**src/rtl/cfgport_pkg.sv**
```systemverilog
package cfgport_pkg;
  localparam logic [7:0] KEY_OPEN       = 8'h87;
  localparam logic [7:0] KEY_CLOSE      = 8'hAA;
  localparam logic [7:0] REG_LDN        = 8'h07;
  localparam logic [7:0] REG_ID_HI      = 8'h20;
  localparam logic [7:0] REG_ID_LO      = 8'h21;
  localparam logic [7:0] REG_GLB_FIRST  = 8'h22;
  localparam logic [7:0] REG_DEV_EN     = 8'h30;
  localparam logic [7:0] REG_BANK_FIRST = 8'h31;
  localparam int         GLB_COUNT      = int'(REG_DEV_EN) - int'(REG_GLB_FIRST);
  localparam logic [15:0] BASE_LO       = 16'h002E;
  localparam logic [15:0] BASE_HI       = 16'h004E;

  typedef enum logic [1:0] {
    KS_LOCKED = 2'd0,
    KS_HALF   = 2'd1,
    KS_OPEN   = 2'd2
  } key_state_e;
endpackage

```
**src/rtl/cfgport_key_fsm.sv**
```systemverilog
module cfgport_key_fsm
  import cfgport_pkg::*;
(
  input  logic       clk,
  input  logic       rst_n,
  input  logic       idx_wr,
  input  logic [7:0] wdata,
  output logic       unlocked,
  output logic       take_index
);
  key_state_e state;

  assign unlocked   = (state == KS_OPEN);
  assign take_index = unlocked && idx_wr && (wdata != KEY_CLOSE);

  always_ff @(posedge clk or negedge rst_n) begin
    if (!rst_n) begin
      state <= KS_LOCKED;
    end else if (idx_wr) begin
      unique case (state)
        KS_LOCKED: state <= (wdata == KEY_OPEN) ? KS_HALF : KS_LOCKED;
        KS_HALF:   state <= (wdata == KEY_OPEN) ? KS_OPEN : KS_LOCKED;
        KS_OPEN:   state <= (wdata == KEY_CLOSE) ? KS_LOCKED : KS_OPEN;
        default:   state <= KS_LOCKED;
      endcase
    end
  end


  key_break_chk: assert property (@(posedge clk) disable iff (!rst_n)
    (state == KS_HALF && idx_wr && wdata != KEY_OPEN) |=> !unlocked);


  key_close_chk: assert property (@(posedge clk) disable iff (!rst_n)
    (unlocked && idx_wr && wdata == KEY_CLOSE) |=> !unlocked);
endmodule

```
**src/rtl/cfgport_global_regs.sv**
```systemverilog
module cfgport_global_regs
  import cfgport_pkg::*;
#(
  parameter logic [15:0] CHIP_ID = 16'h7A35
) (
  input  logic                   clk,
  input  logic                   rst_n,
  input  logic                   wr_en,
  input  logic [7:0]             idx,
  input  logic [7:0]             wdata,
  output logic [7:0]             ldn,
  output logic [GLB_COUNT*8-1:0] glob_cfg,
  output logic [7:0]             rd_val
);
  always_ff @(posedge clk or negedge rst_n) begin
    if (!rst_n)                        ldn <= 8'h00;
    else if (wr_en && idx == REG_LDN)  ldn <= wdata;
  end

  for (genvar k = 0; k < GLB_COUNT; k++) begin : g_opt
    logic hit;
    assign hit = wr_en && (idx == REG_GLB_FIRST + 8'(k));
    always_ff @(posedge clk or negedge rst_n) begin
      if (!rst_n)   glob_cfg[k*8 +: 8] <= 8'h00;
      else if (hit) glob_cfg[k*8 +: 8] <= wdata;
    end
  end

  always_comb begin
    rd_val = 8'h00;
    if (idx == REG_LDN)        rd_val = ldn;
    else if (idx == REG_ID_HI) rd_val = CHIP_ID[15:8];
    else if (idx == REG_ID_LO) rd_val = CHIP_ID[7:0];
    else begin
      for (int k = 0; k < GLB_COUNT; k++)
        if (idx == REG_GLB_FIRST + 8'(k)) rd_val = glob_cfg[k*8 +: 8];
    end
  end


  glb_hold_chk: assert property (@(posedge clk) disable iff (!rst_n)
    !wr_en |=> $stable(glob_cfg));


  ldn_hold_chk: assert property (@(posedge clk) disable iff (!rst_n)
    !wr_en |=> $stable(ldn));
endmodule

```
**src/rtl/cfgport_dev_enables.sv**
```systemverilog
module cfgport_dev_enables
  import cfgport_pkg::*;
#(
  parameter int NUM_DEV = 16
) (
  input  logic                 clk,
  input  logic                 rst_n,
  input  logic                 wr_en,
  input  logic [7:0]           idx,
  input  logic [7:0]           ldn,
  input  logic [7:0]           wdata,
  output logic [NUM_DEV*8-1:0] dev_en,
  output logic [7:0]           rd_val
);
  for (genvar d = 0; d < NUM_DEV; d++) begin : g_dev
    logic hit;
    assign hit = wr_en && (idx == REG_DEV_EN) && (int'(ldn) == d);
    always_ff @(posedge clk or negedge rst_n) begin
      if (!rst_n)   dev_en[d*8 +: 8] <= 8'h00;
      else if (hit) dev_en[d*8 +: 8] <= wdata;
    end
  end

  always_comb begin
    rd_val = 8'h00;
    for (int d = 0; d < NUM_DEV; d++)
      if (int'(ldn) == d) rd_val = dev_en[d*8 +: 8];
  end


  en_hold_chk: assert property (@(posedge clk) disable iff (!rst_n)
    !(wr_en && idx == REG_DEV_EN) |=> $stable(dev_en));
endmodule

```
**src/rtl/cfgport_ctrl.sv**
```systemverilog
module cfgport_ctrl
  import cfgport_pkg::*;
#(
  parameter int          ADDR_W  = 16,
  parameter int          NUM_DEV = 16,
  parameter logic [15:0] CHIP_ID = 16'h7A35
) (
  input  logic                   clk,
  input  logic                   rst_n,
  input  logic                   base_hi,
  input  logic [ADDR_W-1:0]      io_addr,
  input  logic                   io_wr,
  input  logic                   io_rd,
  input  logic [7:0]             io_wdata,
  output logic [7:0]             io_rdata,
  output logic [GLB_COUNT*8-1:0] glob_cfg,
  output logic [NUM_DEV*8-1:0]   dev_en,
  output logic [7:0]             bank_dev,
  output logic [7:0]             bank_addr,
  output logic                   bank_wr,
  output logic                   bank_rd,
  output logic [7:0]             bank_wdata,
  input  logic [7:0]             bank_rdata
);
  logic [ADDR_W-1:0] base_addr;
  logic              hit_idx, hit_dat;
  logic              unlocked, take_index;
  logic [7:0]        idx, ldn, glb_rd, en_rd;
  logic              dat_wr, is_bank;

  assign base_addr = base_hi ? ADDR_W'(BASE_HI) : ADDR_W'(BASE_LO);
  assign hit_idx   = (io_addr == base_addr);
  assign hit_dat   = (io_addr == base_addr + ADDR_W'(1));
  assign dat_wr    = unlocked && io_wr && hit_dat;
  assign is_bank   = (idx >= REG_BANK_FIRST);

  cfgport_key_fsm u_key (
    .clk        (clk),
    .rst_n      (rst_n),
    .idx_wr     (io_wr && hit_idx),
    .wdata      (io_wdata),
    .unlocked   (unlocked),
    .take_index (take_index)
  );

  always_ff @(posedge clk or negedge rst_n) begin
    if (!rst_n)          idx <= 8'h00;
    else if (take_index) idx <= io_wdata;
  end

  cfgport_global_regs #(.CHIP_ID(CHIP_ID)) u_glb (
    .clk      (clk),
    .rst_n    (rst_n),
    .wr_en    (dat_wr),
    .idx      (idx),
    .wdata    (io_wdata),
    .ldn      (ldn),
    .glob_cfg (glob_cfg),
    .rd_val   (glb_rd)
  );

  cfgport_dev_enables #(.NUM_DEV(NUM_DEV)) u_en (
    .clk    (clk),
    .rst_n  (rst_n),
    .wr_en  (dat_wr),
    .idx    (idx),
    .ldn    (ldn),
    .wdata  (io_wdata),
    .dev_en (dev_en),
    .rd_val (en_rd)
  );

  assign bank_dev   = ldn;
  assign bank_addr  = idx;
  assign bank_wdata = io_wdata;
  assign bank_wr    = dat_wr && is_bank;
  assign bank_rd    = unlocked && io_rd && hit_dat && is_bank;

  always_comb begin
    io_rdata = 8'hFF;
    if (unlocked && io_rd) begin
      if (hit_idx)                 io_rdata = idx;
      else if (hit_dat) begin
        if (idx < REG_DEV_EN)      io_rdata = glb_rd;
        else if (idx == REG_DEV_EN) io_rdata = en_rd;
        else                       io_rdata = bank_rdata;
      end
    end
  end


  locked_bank_chk: assert property (@(posedge clk) disable iff (!rst_n)
    !unlocked |-> !(bank_wr || bank_rd));


  bank_range_chk: assert property (@(posedge clk) disable iff (!rst_n)
    (bank_wr || bank_rd) |-> (bank_addr >= REG_BANK_FIRST));


  idx_keep_chk: assert property (@(posedge clk) disable iff (!rst_n)
    (io_wr && hit_idx && io_wdata == KEY_CLOSE) |=> $stable(idx));
endmodule

```
**config.mk**
```make
export PLATFORM = sky130hd
export DESIGN_NAME = cfgport_ctrl
export DESIGN_NICKNAME = d
export VERILOG_FILES = /design/src/rtl/cfgport_pkg.sv /design/src/rtl/cfgport_key_fsm.sv /design/src/rtl/cfgport_global_regs.sv /design/src/rtl/cfgport_dev_enables.sv /design/src/rtl/cfgport_ctrl.sv
export SDC_FILE = /design/constraint.sdc
export NUM_CORES = 1
export LEC_CHECK = 0
export BUFFER_PORTS_ARGS = -buffer_cell sky130_fd_sc_hd__buf_2
export CAP_MARGIN = 25
export CORE_UTILIZATION = 54
export CTS_CLUSTER_SIZE = 20
export DETAILED_ROUTE_END_ITERATION = 10
export HOLD_SLACK_MARGIN = 0.08
export PLACE_DENSITY = 0.87
export SETUP_SLACK_MARGIN = 0.5
export SYNTH_ARGS = -nofsm -noshare
export SYNTH_HDL_FRONTEND = slang
export SYNTH_SLANG_ARGS = --single-unit
```
**constraint.sdc**
```tcl
create_clock -name clk -period 2.89 [get_ports clk]
set_clock_uncertainty 0.05 [all_clocks]
set_input_delay 0.289 -clock clk [delete_from_list [all_inputs] [get_ports clk]]
set_output_delay 0.289 -clock clk [all_outputs]
set_load 0.01 [all_outputs]
```
# After elaboration in Yosys (flattened, before gate mapping)

Cells that the tools add are included.

Order comparisons: 2
Reductions and logical operators: 43
Multiplexer cells: 43
Add/sub/neg operators: 1
Eq/ne operators: 40

Operator list:

| cell                                                                                | number |
|---|---|
| 8-bit two-way mux                                                                   | 38 |
| 8-bit by 6-bit equality test with 1-bit output, second input constant               | 17 |
| 8-bit by 5-bit equality test with 1-bit output, second input constant               | 8 |
| 1-bit logical AND                                                                   | 41 |
| 8-bit by 4-bit equality test with 1-bit output, second input constant               | 4 |
| 8-bit by 3-bit equality test with 1-bit output, second input constant               | 3 |
| 16-bit by 7-bit equality test with 1-bit output                                     | 1 |
| 16-bit by 8-bit equality test with 1-bit output                                     | 1 |
| 8-bit equality test, second input constant                                          | 2 |
| 7-bit by 1-bit adder with 8-bit output, second input constant                       | 1 |
| 8-bit by 2-bit equality test with 1-bit output, second input constant               | 1 |
| 8-bit by 6-bit greater-or-equal comparator with 1-bit output, second input constant | 1 |
| 8-bit zero test                                                                     | 1 |
| 8-bit by 6-bit < comparator with 1-bit output, second input constant                | 1 |
| 8-bit != test, second input constant                                                | 1 |
| 7-bit two-way mux                                                                   | 1 |
| 2-bit case mux with 3 select lines                                                  | 1 |
| 2-bit two-way mux                                                                   | 2 |
| 2-bit by 1-bit equality test with 1-bit output, second input constant               | 1 |
| 2-bit equality test, second input constant                                          | 1 |
| 2-bit zero test                                                                     | 1 |
| 1-bit two-way mux                                                                   | 1 |

Input bits: 37
Logic and storage cells: 162
Flip-flop bits (word level): 258

# Longest topological paths before layout

Gate-level depths: netlist of the first run.

Depth after elaboration: 22
Mapped depth: 9
Mapped depth without buffers: 6

# By module

From an unflattened synthesis of the first run, not the netlist that was laid out.

Cell total of the unflattened synthesis: 1112
Area total of the unflattened synthesis: 13331.5 um2

By module, submodules not included:

| module              | area an instance (um2) | cells each | instances | sequential area each (um2) |
|---|---|---|---|---|
| cfgport_dev_enables | 6434.9                 | 485        | 1         | 3203.1 |
| cfgport_global_regs | 5982.0                 | 509        | 1         | 3002.9 |
| cfgport_ctrl        | 767.0                  | 106        | 1         | 200.2 |
| cfgport_key_fsm     | 147.6                  | 12         | 1         | 50.0 |

# Worst setup path before layout of the first run

OpenSTA, ideal clock, no wires.

Kind: register -> output
From: register idx[7], in the netlist bank_addr[7]
To: output io_rdata[1]
Cell stages (with the launch flop): 9
Path slack: 0.154 ns
Arrival: 2.397 ns
Path buffers: 2
Path through: dfrtp_1 clkbuf_1 or4b_1 clkbuf_1 nor2_1 a32oi_1 a221oi_1 a211oi_1 o41a_1

Word-level cells in the longest chain between the ends: 22

RTL lines:

| element                                        | line                      | text |
|---|---|---|
| start, declared                                | cfgport_ctrl.sv:28        | `logic [7:0] idx, ldn, glb_rd, en_rd;` |
| start signal, assigned                         | cfgport_ctrl.sv:48        | `else if (take_index) idx <= io_wdata;` |
| 8-bit by 6-bit equality test with 1-bit output | cfgport_global_regs.sv:36 | `if (idx == REG_GLB_FIRST + 8'(k)) rd_val = glob_cfg[k*8 +: 8];` |
| 8-bit two-way mux (14 in a row)                | cfgport_global_regs.sv:36 |  |
| 8-bit two-way mux                              | cfgport_global_regs.sv:33 | `else if (idx == REG_ID_LO) rd_val = CHIP_ID[7:0];` |
| 8-bit two-way mux                              | cfgport_global_regs.sv:32 | `else if (idx == REG_ID_HI) rd_val = CHIP_ID[15:8];` |
| 8-bit two-way mux                              | cfgport_global_regs.sv:31 | `if (idx == REG_LDN) rd_val = ldn;` |
| 8-bit two-way mux (*)                          | cfgport_ctrl.sv:84        | `if (idx < REG_DEV_EN) io_rdata = glb_rd;` |
| 8-bit two-way mux (*)                          | cfgport_ctrl.sv:83        | `else if (hit_dat) begin` |
| 8-bit two-way mux (*)                          | cfgport_ctrl.sv:82        | `if (hit_idx) io_rdata = idx;` |
| 8-bit two-way mux (*)                          | cfgport_ctrl.sv:81        | `if (unlocked && io_rd) begin` |
| end, declared                                  | cfgport_ctrl.sv:15        | `output logic [7:0] io_rdata,` |

Every way passes the cells marked *; elsewhere a longest branch is shown, timed or not.

# Final worst setup path of the first run

From: register u_glb.ldn[1]
To: output io_rdata[1]

Word-level cells in the longest chain between the ends: 22

RTL lines:

| element                         | line                      | text |
|---|---|---|
| start, declared                 | cfgport_global_regs.sv:11 | `output logic [7:0] ldn,` |
| start signal, assigned          | cfgport_global_regs.sv:17 | `else if (wr_en && idx == REG_LDN) ldn <= wdata;` |
| 8-bit zero test                 | cfgport_dev_enables.sv:27 | `if (int'(ldn) == d) rd_val = dev_en[d*8 +: 8];` |
| 8-bit two-way mux (16 in a row) | cfgport_dev_enables.sv:27 |  |
| 8-bit two-way mux               | cfgport_ctrl.sv:85        | `else if (idx == REG_DEV_EN) io_rdata = en_rd;` |
| 8-bit two-way mux (*)           | cfgport_ctrl.sv:84        |  |
| 8-bit two-way mux (*)           | cfgport_ctrl.sv:83        |  |
| 8-bit two-way mux (*)           | cfgport_ctrl.sv:82        |  |
| 8-bit two-way mux (*)           | cfgport_ctrl.sv:81        |  |

Marked as above.

==> metrics, run 1 <==
1st-iter DRT viols 1755; Post-Route WL 54270 um; accumulated negative setup slack -2817 ps; count of port buffers added during placement 310; Avg Vias per Cell 6.761; number of hold violations in the final report 0; Detail Route Antenna Nets 0; H-tree depth reported by CTS 1; total DRC errors in the routed layout 0; x dimension of the die 158.0 um; Setup violations, final 8; launch instance of the worst min-delay path io_wr; cts bufs inserted 26; aggregate global routing overflow 0; Bufs on Longest Clock Path 3; clock tree from TritonCTS yes; Maximum Capacitance Violations 0; I/O pin cnt 311; Die Span Y 158.0 um; number of synthesized flops with an enable pin 0; flop and latch count out of synthesis 258; Clk Tree Root Cell sky130_fd_sc_hd__clkbuf_16; fmax 299.0 MHz; number of global-route vias before repair 11960; register area share after synthesis 0.4912; violations in the final reports negative setup slack; half-perimeter wire length after detailed placement 36400 um; area of all placed cells without fillers 18190 um^2; critical path endpoint category output port; crit path setup slack, layout -454.9 ps; Synth top area share 0.4912; most frequent cells in the layout sky130_fd_sc_hd__buf_2, sky130_fd_sc_hd__dfrtp_1, sky130_fd_sc_hd__mux2_2; wire length of the first global-routing pass between 70000 and 80000 um; most common library cell in the layout ignoring fill and taps sky130_fd_sc_hd__buf_2; launch point of the worst path u_glb.ldn[1]; overall power between 7 and 8 mW; average cell area after synthesis 12.09 um^2; power density over cell area between 400 and 500 nW/um^2; crit path time final 3345 ps; total number of yosys warnings 0; data required time of the worst path 2550 ps; Max VDD drop approximately 0.54 mV; largest area contributor in the synthesized netlist sky130_fd_sc_hd__dfrtp_1; Area after DPL 15860 um^2; leading post-synthesis cells by cell area sky130_fd_sc_hd__dfrtp_1, sky130_fd_sc_hd__mux2_2, sky130_fd_sc_hd__mux2i_1; max-slew headroom at the worst pin 0.5179; global-route usage over all layers 0.4136; Layout Area Growth over Synthesis 38.41%; floorplan row count 56; first-pass iteration count of the detailed router 6; Worst Hold Class input port to flip-flop; share of flip-flops with an asynchronous set or reset after synthesis 1.000; CTS sink count 258; instance count of the mapped netlist about 1100; post-route clock period utilization 1.157; CP Class flip-flop to output port; number of nets in the finished design 1542; mapped cell area 13140 um^2; routed wirelength normalized by instance count 29.40 um; Initial Utilization 0.5549; CP arrival 3010 ps; antenna violations before repair 2; clock transition at the registers of the reported paths 60 ps; synthesized net count 1124; worst slew pin tran about 700 ps; number of vias in the routed layout 12480; CP Max Fanout 7; layout cell share with drive strength beyond 1 0.5934; unrepaired setup endpoints after global routing yes; standard cell core area 23680 um^2; run status finished with violations; area of the die 24970 um^2; gpl congestion a little under 1; pin count of the biggest net entering global routing 71; most used flip-flop cell after synthesis sky130_fd_sc_hd__dfrtp_1; R2R Path Start u_key.state[0]; Slew Viols, Final 0; Cell variety after synth 75; clock latency of the later-clocked register in the worst-skew pair 560 ps; critical path launch point type flip-flop; static power due to leakage 9.533 nW
critical path, stage by stage, from the launching register on:
cell,delay (ps)
sky130_fd_sc_hd__dfrtp_2,430
sky130_fd_sc_hd__buf_2,180
sky130_fd_sc_hd__buf_4,170
sky130_fd_sc_hd__nor2_1,150
sky130_fd_sc_hd__a2bb2oi_1,300
sky130_fd_sc_hd__a21oi_1,120
sky130_fd_sc_hd__o21ai_0,100
sky130_fd_sc_hd__buf_4,170
sky130_fd_sc_hd__a31oi_1,140
sky130_fd_sc_hd__o41a_1,510
sky130_fd_sc_hd__buf_2,170
where the power goes:
group / total (mW) / switching [mW] / internal, mW
Combinational: 0.245 / 0.195 / 0.0502
Sequential: 3.61 / 0.00000197 / 3.61
Clock: 3.77 / 1.49 / 2.28
cells in the mapped netlist (8+ instances only):
cell,number
sky130_fd_sc_hd__o22ai_1,16
sky130_fd_sc_hd__clkbuf_1,63
sky130_fd_sc_hd__a31oi_1,8
sky130_fd_sc_hd__nand3_1,26
sky130_fd_sc_hd__mux2_2,255
sky130_fd_sc_hd__mux2_1,8
sky130_fd_sc_hd__nor3_1,12
sky130_fd_sc_hd__nor2b_1,18
sky130_fd_sc_hd__mux4_2,12
sky130_fd_sc_hd__nand4_1,8
sky130_fd_sc_hd__a211oi_1,11
sky130_fd_sc_hd__buf_4,10
sky130_fd_sc_hd__nand2_1,46
sky130_fd_sc_hd__a21oi_1,39
sky130_fd_sc_hd__nor4_1,8
sky130_fd_sc_hd__mux2i_1,30
sky130_fd_sc_hd__inv_1,11
sky130_fd_sc_hd__nand2b_1,13
sky130_fd_sc_hd__nor2_1,34
sky130_fd_sc_hd__dfrtp_1,258
sky130_fd_sc_hd__o32ai_1,8
sky130_fd_sc_hd__o21ai_0,37
sky130_fd_sc_hd__o211ai_1,10
sky130_fd_sc_hd__buf_1,10
worst paths after layout:
path                       slack (ps)            endpoint  cells past startpoint
hold / removal                    110      u_key.state[1]                      3
setup / recovery                 -450         io_rdata[1]                     10
hold reg to reg                   480  u_glb.glob_cfg[18]                      1
max in group asynchronous        1670  u_glb.glob_cfg[15]                      3
min in group asynchronous         240     u_en.dev_en[23]                      2
setup reg to reg                  320     u_en.dev_en[20]                      7
registers in the layout (all words and copies together), names as in the netlist:
signal / cells
bank_addr: 8
u_glb.ldn: 8
u_key.state: 2
u_glb.glob_cfg: 112
u_en.dev_en: 128
stage by stage:
stage / cells / worst slack, ps / util / hold WS [ps]
2_1_floorplan: 1087 / 363.9 / - / -56.59
3_3_place_gp: 1759 / -129.7 / 0.6695 / 233.4
3_5_place_dp: 1759 / -73.25 / 0.6695 / 244.8
4_1_cts: 1833 / -378.3 / 0.7383 / 90.71
5_1_grt: 1846 / -477.3 / 0.7681 / 120.9
6_report: 1846 / -454.9 / 0.7681 / 105.8
layout make-up:
class	count	area, um^2
antenna	2	5.005
clock buffer	38	767.0
clock inverter	10	177.7
fill	1478	5492
inverter	12	45.04
multi-input combinational	727	7119
sequential	258	6469
tap	319	399.1
timing repair buffer	480	3209
layer usage:
metal	global-route usage	routed length, um	up-vias
met5	0	0	-
met4	0.1777	2499	0
met3	0.09143	6669	213
met2	0.6180	23870	1079
met1	0.5806	21220	6262
li1	-	-	4927
timing repair:
item | CTS | global route
hold buffers | 1 | 0
resized for setup | 88 | 136
cloned | 2 | 1
endpoints found under the hold margin | 64 | 0
pin swaps | 18 | 26
setup endpoints to repair | 167 | 199
buffers inserted | 23 | 10
kinds of logic after synthesis:
| group | count (synthesis) | synth area share |
|---|---|---|
| compound gates | 203 | 0.1063 |
| buf+inv | 102 | 0.03265 |
| flops | 258 | 0.4912 |
| mux | 305 | 0.2688 |
| simple gates | 219 | 0.1010 |
(Power assumes the default switching activity.)
==> run 2: changes to the inputs <==
ABC_CLOCK_PERIOD_IN_PS = 2890   (was not set)
PLACE_DENSITY = 0.78   (was 0.87)
==> metrics, run 2 (synthesis results as in run 1) <==
run status finished with violations; violations in the final reports negative setup slack; 1st-iter DRT viols between 1000 and 1500; data required time of the worst path 2550 ps; gpl congestion between 1 and 1.5; destination of the worst register-to-register timing path u_en.dev_en[34]; Setup violations, final 8; layout cell share with drive strength beyond 1 0.6024; max-slew headroom at the worst pin 0.5625; routed wirelength normalized by instance count 27.41 um; net switching power figure 1.693 mW; Sw Share 0.2257; half-perimeter wire length after detailed placement 35850 um; worst slew pin tran 652.3 ps; area of the die 24970 um^2; Area after DPL 16230 um^2; Bufs on Longest Clock Path 3; I/O pin cnt around 310; total DRC errors in the routed layout 0; internal power of the cells 5.808 mW; Fillers 1628; antenna violations before repair 2; reg-to-reg slack, setup 450 ps; area of all placed cells without fillers around 18000 um^2; clock network fraction of total power 0.487; H-tree depth reported by CTS 1; Worst Hold Class input port to flip-flop; clock transition at the registers of the reported paths 60 ps; cts bufs inserted 27; crit path setup slack, layout -386.6 ps; most frequent cells in the layout sky130_fd_sc_hd__buf_2, sky130_fd_sc_hd__mux2_2, sky130_fd_sc_hd__dfrtp_1; post-route clock period utilization 1.134; x dimension of the die 158.0 um; count of port buffers added during placement between 300 and 400; R2R Path Start u_key.state[0]; standard cell core area 23680 um^2; clock tree from TritonCTS yes; Initial Utilization 0.5549; Avg Vias per Cell 6.487; CP Class flip-flop to output port; first-pass iteration count of the detailed router 5; fmax roughly 310 MHz; global-route usage over all layers 0.4087; critical path launch point type flip-flop; Detail Route Antenna Nets 0; endpoint of the worst setup timing path io_rdata[6]; most common library cell in the layout ignoring fill and taps sky130_fd_sc_hd__buf_2; static power due to leakage between 9 and 10 nW; power density over cell area ~410 nW/um^2; CP Max Fanout 5; number of vias in the routed layout 12180; crit path time final 3277 ps; clock latency of the later-clocked register in the worst-skew pair ~570 ps; critical path endpoint category output port; CP arrival 2940 ps; CTS sink count 258; accumulated negative setup slack -2568 ps; register share of total power 0.481; pin count of the biggest net entering global routing 92; number of nets in the finished design ~1600; critical-path cell with the highest stage delay sky130_fd_sc_hd__or4b_4; floorplan row count 56; launch point of the worst path bank_addr[7]; Clk Tree Root Cell sky130_fd_sc_hd__clkbuf_16; Layout Area Growth over Synthesis 37.53%; slowest cell delay on critical path around 600 ps; number of hold violations in the final report 0; largest registers in the final layout u_en.dev_en (128), u_glb.glob_cfg (112); cell breakdown of the critical path or4b_4, nor2_4, buf_12, o211ai_1, a31oi_2, buf_4, nor4_2, o311ai_2, buf_2; Max VDD drop about 0.46 mV; wire length of the first global-routing pass 74510 um; count of cells along the worst register-to-register path 9; Maximum Capacitance Violations 0; number of global-route vias before repair approximately 12000; flip-flop count of the largest register, all copies and words added 128; Biggest register u_en.dev_en; unrepaired setup endpoints after global routing yes; aggregate global routing overflow 0; Post-Route WL between 50000 and 60000 um; Comb pwr share 0.032; Slew Viols, Final 0; Die Span Y 158.0 um
==> run 2: worst max-delay path: cells and delay by family, from the launching register on <==
family | cells | cell delay [ps]
flops | 1 | 410
compound gates | 3 | 730
simple gates | 3 | 770
buf+inv | 3 | 480
==> run 2: how the worst min path moves through the flow <==
stage	to	from	cells after the start
finish	u_key.state[1]	io_wdata[2]	4
global route	u_key.state[1]	io_wdata[2]	4
floorplan	bank_addr[0]	rst_n	0
detailed placement	u_en.dev_en[4]	rst_n	1
CTS	u_key.state[1]	io_wdata[2]	4
global placement	u_en.dev_en[4]	rst_n	1
==> run 2: cell type report <==
type	instances	area, um^2	area share
clock buffers	39	780.7	0.04320
clock inverters	10	142.6	0.007891
diodes	2	5.005	0.0002769
well taps	319	399.1	0.02208
flip-flops and latches	258	6470	0.3580
repair buffers	511	3433	0.1899
inverters	12	48.80	0.002700
multi-input cells	727	6795	0.3760
==> run 2: stage by stage <==
stage | total power [mW] | setup slack (ps) | std cells | utilization | hold WS (ps)
6_report | 7.501 | -386.6 | 1878 | 0.7632 | 172.8
5_1_grt | 7.651 | -490.7 | 1878 | 0.7632 | 175.4
4_1_cts | 7.502 | -394.6 | 1869 | 0.7478 | 145.4
3_5_place_dp | 3.907 | 5.746 | 1791 | 0.6854 | 242.9
3_3_place_gp | 3.902 | 41.29 | 1791 | 0.6854 | 232.1
2_1_floorplan | 3.735 | 363.9 | 1087 | - | -56.59
==> run 2: power groups by stage <==
stage	logic, mW	clock network, mW	registers [mW]
after floorplan	0.0555	0	3.68
after global placement	0.224	0	3.68
after detailed placement	0.228	0	3.68
after CTS	0.232	3.66	3.61
after global routing	0.253	3.79	3.61
final	0.238	3.65	3.61
==> run 2: what timing repair did <==
| action | 4_1_cts | 5_1_grt |
|---|---|---|
| gates cloned | 1 | 1 |
| setup endpoints to repair | 207 | 93 |
| gates resized for setup | 71 | 66 |
| hold buffers | 2 | 0 |
| hold endpoints to repair | 70 | 0 |
| pin swaps | 29 | 19 |
| setup buffers | 26 | 6 |
==> run 2: routing by layer <==
metal	vias up	routed length, um	track usage
li1	5017	-	-
met1	6141	21320	0.5925
met2	861	22270	0.5981
met3	164	5907	0.09307
met4	0	1991	0.1479
met5	-	0	0
==> run 3: changes to the inputs <==
CORE_ASPECT_RATIO = 1.5   (was not set)
CORE_MARGIN = 2   (was not set)
==> metrics, run 3 (synthesis results as in run 1) <==
Layout Cells excl Fill 1876; Maximum Capacitance Violations 0; Detail Route Antenna Nets 0; CP arrival 3030 ps; Worst Hold Class input port to flip-flop; Slew Viols, Final 0; pin count of the biggest net entering global routing 75; Fillers roughly 1600; Bufs on Longest Clock Path 3; CP Class flip-flop to output port; Comb pwr share 0.033; number of cells in the design after placement 1785; most common library cell in the layout ignoring fill and taps sky130_fd_sc_hd__buf_2; CP Max Fanout 5; total DRC errors in the routed layout 0; Antenna Diode Count 0; number of nets in the finished design 1579; I/O pin cnt 311; violations in the final reports negative setup slack; crit path time final around 3400 ps; wire length of the first global-routing pass a little under 80000 um; routed wirelength normalized by instance count 27.53 um; static power due to leakage 9.397 nW; half-perimeter wire length after detailed placement 37080 um; Biggest register u_en.dev_en; most frequent cells in the layout sky130_fd_sc_hd__buf_2, sky130_fd_sc_hd__mux2_2, sky130_fd_sc_hd__dfrtp_1; Initial Utilization 0.5516; clock transition at the registers of the reported paths 70 ps; Sw Share 0.2205; register share of total power 0.499; internal power of the cells ~5.6 mW; H-tree depth reported by CTS 1; gpl congestion 1.027; net switching power figure 1.596 mW; clock tree from TritonCTS yes; power density over cell area 402.5 nW/um^2; layout cell share with drive strength beyond 1 0.5967; Avg Vias per Cell ~6.3; Max VDD drop 0.4883 mV; overall power 7.239 mW; largest registers in the final layout u_en.dev_en (128), u_glb.glob_cfg (112); critical path endpoint category output port; Setup violations, final 8; 1st-iter DRT viols 723; run status finished with violations; area of the die 25630 um^2; Post-Route WL between 50000 and 60000 um; x dimension of the die 131.4 um; antenna violations before repair 0; number of vias in the routed layout 11830; flip-flop count of the largest register, all copies and words added 128; worst slew pin tran approximately 700 ps; max-slew headroom at the worst pin 0.5308; clock network fraction of total power 0.468; crit path setup slack, layout -478.3 ps; Layout Area Growth over Synthesis 36.86%; CTS sink count 258; global-route usage over all layers 0.3994; clock latency of the later-clocked register in the worst-skew pair between 500 and 600 ps; post-route clock period utilization 1.166; number of hold violations in the final report 0; count of port buffers added during placement 310; floorplan row count 69; unrepaired setup endpoints after global routing yes; critical path launch point type flip-flop; Clk Tree Root Cell sky130_fd_sc_hd__clkbuf_16; cts bufs inserted 25; first-pass iteration count of the detailed router 5; fmax around 300 MHz; Die Span Y roughly 200 um; number of global-route vias before repair 12340; standard cell core area 23830 um^2; aggregate global routing overflow 0; data required time of the worst path 2550 ps
-- run 3: cell count changes in the layout (fill, tap and decap cells not counted), moves of 5 or more --
cell | previous run | this run
sky130_fd_sc_hd__mux2_1 | 2 | 8
sky130_fd_sc_hd__nand4_2 | 6 | 1
sky130_fd_sc_hd__buf_12 | 20 | 15
sky130_fd_sc_hd__nor2_2 | 6 | 1
sky130_fd_sc_hd__mux2_4 | 7 | 0
sky130_fd_sc_hd__buf_6 | 22 | 32
sky130_fd_sc_hd__nand4_4 | 0 | 5
-- run 3: through the flow --
step / hold WS (ps) / setup WS (ps) / TNS [ps] / util / cell area (um^2)
3_5_place_dp: 270.4 / 55.17 / 0 / 0.6757 / 16100
3_3_place_gp: 261.4 / 56.24 / 0 / 0.6757 / 16100
6_report: 185.2 / -478.3 / -2607 / 0.7549 / 17990
5_1_grt: 209.4 / -525.3 / -3168 / 0.7549 / 17990
2_1_floorplan: -56.59 / 363.9 / 0 / - / 13270
4_1_cts: 178.7 / -432.7 / -2294 / 0.7441 / 17730
-- run 3: area by class of cell --
type                    count  area (um^2)  share of cell area
clock inverters             8        126.4            0.007026
well taps                 319        399.1             0.02219
inverters                  12        45.04            0.002504
multi-input cells         727         6802              0.3781
repair buffers            518         3441              0.1913
clock buffers              34        709.4             0.03944
flip-flops and latches    258         6465              0.3594
-- run 3: power groups by stage --
| stage | combinational, mW | clock, mW | sequential (mW) |
|---|---|---|---|
| floorplan | 0.0555 | 0 | 3.68 |
| global placement | 0.230 | 0 | 3.68 |
| detailed placement | 0.233 | 0 | 3.68 |
| CTS | 0.237 | 3.41 | 3.61 |
| global route | 0.256 | 3.56 | 3.61 |
| finish | 0.240 | 3.39 | 3.61 |
-- run 3: path summary, 6_finish.rpt --
path | cells after the start | to | from | slack, ps
setup / recovery | 9 | io_rdata[1] | bank_addr[4] | -480
hold / removal | 4 | u_key.state[1] | io_wdata[2] | 190
setup reg to reg | 11 | u_en.dev_en[3] | bank_addr[0] | 460
hold reg to reg | 1 | u_en.dev_en[24] | u_en.dev_en[24] | 470
max in group asynchronous | 3 | u_en.dev_en[43] | rst_n | 1730
min in group asynchronous | 2 | u_glb.glob_cfg[108] | rst_n | 300
-- run 3: critical path, stage by stage, from the launching register on --
cell and delay [ps]:
sky130_fd_sc_hd__dfrtp_2 470, sky130_fd_sc_hd__or4b_4 560, sky130_fd_sc_hd__buf_6 160, sky130_fd_sc_hd__nor2_4 90, sky130_fd_sc_hd__a32oi_1 120, sky130_fd_sc_hd__a221oi_2 300, sky130_fd_sc_hd__buf_4 170, sky130_fd_sc_hd__a211oi_2 50
sky130_fd_sc_hd__o41a_1 390, sky130_fd_sc_hd__buf_2 170
-- run 3: per-layer routing --
metal,global-route usage,vias to the layer above,wire length (um),share of wire
met4,0.2359,0,3602,0.070
met5,0,-,0,0
met1,0.4561,5996,18350,0.36
li1,-,5001,-,-
met2,0.7185,630,26620,0.52
met3,0.04933,202,3067,0.059
-- run 3: repair_timing --
item,in CTS,in global routing
endpoints found under the setup margin,204,133
hold buffers,3,0
endpoints found under the hold margin,73,0
pin swaps,34,18
buffers inserted,36,10
resized for setup,103,38
gates cloned,0,0
